===== src/rtl/msr_pkg.sv =====
package msr_pkg;

    localparam int unsigned LINES      = 4;
    localparam int unsigned ADDR_W     = 3;
    localparam int unsigned SYNC_DEPTH = 2;
    localparam int unsigned REG_W      = 2 * LINES;
    localparam logic [ADDR_W-1:0] MSR_OFFSET = 3'd6;

    // Line index within the nibble; positions are decoded by the host.
    localparam int unsigned IDX_CTS = 0;
    localparam int unsigned IDX_DSR = 1;
    localparam int unsigned IDX_RI  = 2;
    localparam int unsigned IDX_DCD = 3;

    typedef enum logic [1:0] {
        EDGE_ANY  = 2'd0,
        EDGE_RISE = 2'd1,
        EDGE_FALL = 2'd2
    } edge_mode_e;

    typedef struct packed {
        logic dcd;
        logic ri;
        logic dsr;
        logic cts;
    } modem_t;

    typedef struct packed {
        modem_t level;
        modem_t delta;
    } msr_reg_t;

    // Ring indicator only reports the end of a ring: active-low pin rising.
    function automatic edge_mode_e line_mode(int unsigned idx);
        return (idx == IDX_RI) ? EDGE_RISE : EDGE_ANY;
    endfunction

    function automatic logic edge_hit(edge_mode_e mode, logic prev, logic cur);
        logic hit;
        case (mode)
            EDGE_RISE: hit = !prev && cur;
            EDGE_FALL: hit = prev && !cur;
            default:   hit = prev ^ cur;
        endcase
        return hit;
    endfunction

endpackage


===== src/rtl/msr_sync.sv =====
module msr_sync #(
    parameter int unsigned W       = 4,
    parameter int unsigned STAGES  = 2,
    parameter logic [W-1:0] RST_VAL = '1
) (
    input  logic         clk,
    input  logic         rst,
    input  logic [W-1:0] d,
    output logic [W-1:0] q
);

    logic [W-1:0] stage_q [STAGES];

    for (genvar s = 0; s < STAGES; s++) begin : g_stage
        if (s == 0) begin : g_first
            always_ff @(posedge clk) begin
                if (rst) stage_q[s] <= RST_VAL;
                else     stage_q[s] <= d;
            end
        end else begin : g_next
            always_ff @(posedge clk) begin
                if (rst) stage_q[s] <= RST_VAL;
                else     stage_q[s] <= stage_q[s-1];
            end
        end
    end

    assign q = stage_q[STAGES-1];

endmodule


===== src/rtl/msr_delta.sv =====
module msr_delta
    import msr_pkg::*;
#(
    parameter int unsigned W = LINES
) (
    input  logic         clk,
    input  logic         rst,
    input  logic [W-1:0] line_n,
    input  logic         clr,
    output logic [W-1:0] chg,
    output logic [W-1:0] flags
);

    logic [W-1:0] prev_q;
    logic [W-1:0] flag_q;

    for (genvar i = 0; i < W; i++) begin : g_line
        assign chg[i] = edge_hit(line_mode(i), prev_q[i], line_n[i]);

        always_ff @(posedge clk) begin
            if (rst) begin
                prev_q[i] <= 1'b1;
                flag_q[i] <= 1'b0;
            end else begin
                prev_q[i] <= line_n[i];
                // a change seen during a clearing read survives it
                flag_q[i] <= clr ? chg[i] : (flag_q[i] | chg[i]);
            end
        end
    end

    assign flags = flag_q;

endmodule


===== src/rtl/msr_top.sv =====
module msr_top (
    input  logic       clk,
    input  logic       rst,
    input  logic       rd_stb,
    input  logic [2:0] rd_addr,
    input  logic       ms_ie,
    input  logic       cts_n,
    input  logic       dsr_n,
    input  logic       ri_n,
    input  logic       dcd_n,
    output logic [7:0] rd_data,
    output logic       ms_irq
);
    import msr_pkg::*;

    logic [LINES-1:0] raw_n;
    logic [LINES-1:0] sync_n;
    logic [LINES-1:0] chg_w;
    logic [LINES-1:0] flag_w;
    logic             rd_hit;
    msr_reg_t         reg_v;

    assign raw_n[IDX_CTS] = cts_n;
    assign raw_n[IDX_DSR] = dsr_n;
    assign raw_n[IDX_RI]  = ri_n;
    assign raw_n[IDX_DCD] = dcd_n;

    assign rd_hit = rd_stb && (rd_addr == MSR_OFFSET);

    msr_sync #(
        .W      (LINES),
        .STAGES (SYNC_DEPTH),
        .RST_VAL({LINES{1'b1}})
    ) sync_i (
        .clk (clk),
        .rst (rst),
        .d   (raw_n),
        .q   (sync_n)
    );

    msr_delta #(
        .W (LINES)
    ) delta_i (
        .clk   (clk),
        .rst   (rst),
        .line_n(sync_n),
        .clr   (rd_hit),
        .chg   (chg_w),
        .flags (flag_w)
    );

    assign reg_v.level = modem_t'(~sync_n);
    assign reg_v.delta = modem_t'(flag_w);

    assign rd_data = REG_W'(reg_v);
    assign ms_irq  = ms_ie && (|flag_w);

endmodule


===== config.mk =====
export PLATFORM = sky130hd
export DESIGN_NAME = msr_top
export DESIGN_NICKNAME = d
export VERILOG_FILES = /design/src/rtl/msr_pkg.sv /design/src/rtl/msr_sync.sv /design/src/rtl/msr_delta.sv /design/src/rtl/msr_top.sv
export SDC_FILE = /design/constraint.sdc
export NUM_CORES = 1
export LEC_CHECK = 0
export CAP_MARGIN = 15
export CORE_MARGIN = 3
export CORE_UTILIZATION = 40
export CTS_CLUSTER_SIZE = 40
export DETAILED_ROUTE_END_ITERATION = 6
export MAX_ROUTING_LAYER = met4
export PLACE_DENSITY_LB_ADDON = 0.2
export RECOVER_POWER = 50
export SYNTH_ARGS = -nofsm -noshare
export SYNTH_HDL_FRONTEND = slang
export SYNTH_SLANG_ARGS = --single-unit

===== constraint.sdc =====
create_clock -name clk -period 1.04 [get_ports clk]
set_input_delay 0.208 -clock clk [delete_from_list [all_inputs] [get_ports clk]]
set_output_delay 0.208 -clock clk [all_outputs]
set_load 0.05 [all_outputs]

==> flow_summary.ini <==
[run_status]
status = finished, violations left
violations = setup timing

[placed_design]
portBuffers = 19
dp_hpwl_um = 711
dp.cells = 84
gp_congestion = 0.706

[synthesis]
synthSimpleGateAreaFrac_pct = 20.7
synthAdderAreaFrac_pct = 0
synth_top_family_by_area = simple AND/OR/NAND/NOR gates
synth_seq_area_share_pct = 60.1
syn_avg_cell_area_um2 = 11.3
synthCells = 47
syn_area_um2 = 533
synth_seq_cells = 16
ys_warn_count = 0
yosysUniqueCellTypes = 11
synthXorXnorAreaFrac_pct = 4.93
synth_nets = 58
synth-compound-area-share_pct = 7.28
synth_mux_area_share_pct = 0

[timing]
worst_hold_slack_ns = 0.429
fin_skew_ns = 0.00363
min_period_over_period_pct = 141
period_minus_slack_ns = 1.47
slew_headroom_pct = 82.7
rsz0062_at_grt = true
fmax_mhz = 681
finalSetupViolCount = 8
drv_slew = 0
worstMarginPinSlew_ns = 0.259
final-hold-violation-count = 0
setup_slack_ns = -0.428

[cts]
root_buffer = clkbuf_4
path_clk_slew_ns = 0.09
cts_buffers = 3
cts_tree = built
cts_sinks = 16
clkLatencyLatePin_ns = 0.28
h-tree-depth = 1
ctsLongestPathBuffers = 2

[setup_path]
cpMaxStageDelayCell = o41a_4
max_stage_delay_ns = 0.49
critPathLaunch = delta_i.flags[1]
cp_data_arrival_time_ns = 1.26
worstSetupPathType = reg2out
cp.required_ns = 0.83
worst_setup_path_start_kind = flip-flop
worstReg2RegStart = sync_i.stage_q[1][0]
path_cells = o41a_4 > buf_12
cp-end-kind = primary output
worst-path-max-fanout = 2

[route]
ant_nets = 0
num_vias = 431
drt-initial-drc-count = 4
wl_per_cell_um = 12.5
routed_wl_um = 1170
via_per_inst = 4.59
drt_pre_antenna_iters = 3
drc = 0

[final_layout]
fin_cells = 94
n_antenna_cell = 0
area_growth_pct = 81.2
final_layout_size_suffix_gt1_share_pct = 52.5
layout.nets = 92
final_cell_mix = clkdlybuf4s50_1 (9), buf_12 (9), dfxtp_1 (8), dfxtp_2 (7)
final_core_util_pct = 82.5

[floorplan]
start_util_pct = 45.5
rows = 12
die_x_um = 42.5
ios = 20
die-area_um2 = 1810
core-area_um2 = 1170
die_y_um = 42.5

[global_routing]
first_global_vias = 402
track_usage_pct = 13.3
antenna_found_initial = 0
grt_max_degree = 14
grt_pass1_wl_um = 1730
grt_overflow = 0

[job]
maxCapViolCount = 0

[worst_hold_path]
worst_hold_startpoint = sync_i.stage_q[0][1]
min-delay-path-class = reg2reg

[power_and_ir_drop]
pwr_density_cell_nw_per_um2 = 1430
ir_drop_v = 0.000986
p_leak_uw = 0.000404
## state kept, by name (all words and copies together), names as in the netlist
| signal | cells |
|---|---|
| sync_i.stage_q | 8 |
| delta_i.flags | 4 |
| delta_i.prev_q | 4 |
## layout make-up
| type | count | area (um2) |
|---|---|---|
| Clock buffer | 4 | 36.3 |
| Fill cell | 78 | 205 |
| Inverter | 4 | 15.0 |
| Multi-Input combinational cell | 25 | 185 |
| Sequential cell | 16 | 333 |
| Tap cell | 14 | 17.5 |
| Timing Repair Buffer | 31 | 379 |
## what timing repair did
action | CTS | global route
setup buffers | 4 | 4
hold buffers | 0 | 0
endpoints found under the setup margin | 9 | 9
pin swaps | 1 | 0
resized for setup | 13 | 2
## cells by family after synthesis
family	Yosys count
xor gates and xnor gates	3
AOI/OAI and AO/OA	5
and+or+nand+nor	17
DFF	16
buffers and inverters	6
## path summary, 6_finish.rpt
path	end	slack (ns)	depth (start not counted)
min reg2reg	sync_i.stage_q[1][1]	0.43	1
max reg2reg	delta_i.prev_q[0]	0.07	3
max	ms_irq	-0.43	2
min	sync_i.stage_q[1][1]	0.43	1
## metrics by stage
| step | power [uW] | worst slack (ns) | setup TNS [ns] | area, um2 |
|---|---|---|---|---|
| after global routing | 1450 | -0.467 | -1.17 | 966 |
| final | 1380 | -0.428 | -0.787 | 966 |
| after detailed placement | 968 | -0.148 | -1.97 | 870 |
| after floorplan | 806 | -0.144 | -0.144 | 549 |
| after CTS | 1390 | -0.443 | -0.781 | 957 |
| after global placement | 963 | -0.152 | -1.84 | 870 |
## critical path, delay by kind of cell (launching register included)
family                 cells  cell delay [ns]
buffers and inverters      1             0.16
flip-flops                 1             0.33
AO/OA/AOI/OAI              1             0.49
## power breakdown
group	switching (uW)	leakage [uW]	internal, uW
Clock	186	0.0000210	213
Sequential	17.5	0.000132	644
Combinational	138	0.000251	183
Total	342	0.000404	1040
## routing by layer
metal / wire, um / track usage [%] / share of wire [%] / vias up
li1: - / - / - / 220
met1: 393 / 11.7 / 33 / 194
met2: 694 / 24.3 / 59 / 17
met3: 85 / 5.58 / 7.2 / 0
met4: 0 / 5.59 / 0 / 0
met5: 0 / - / 0 / -
## cells in the mapped netlist (all sizes together)
cell type | count | share of area (%)
xnor2 | 3 | 4.9
o22ai | 3 | 3.5
inv | 4 | 2.8
buf | 2 | 4.2
or2 | 12 | 14
o32ai | 1 | 1.6
and4b | 1 | 1.9
o41a | 1 | 2.1
dfxtp | 16 | 60
nand2b | 4 | 4.7
(Power assumes the default switching activity.)
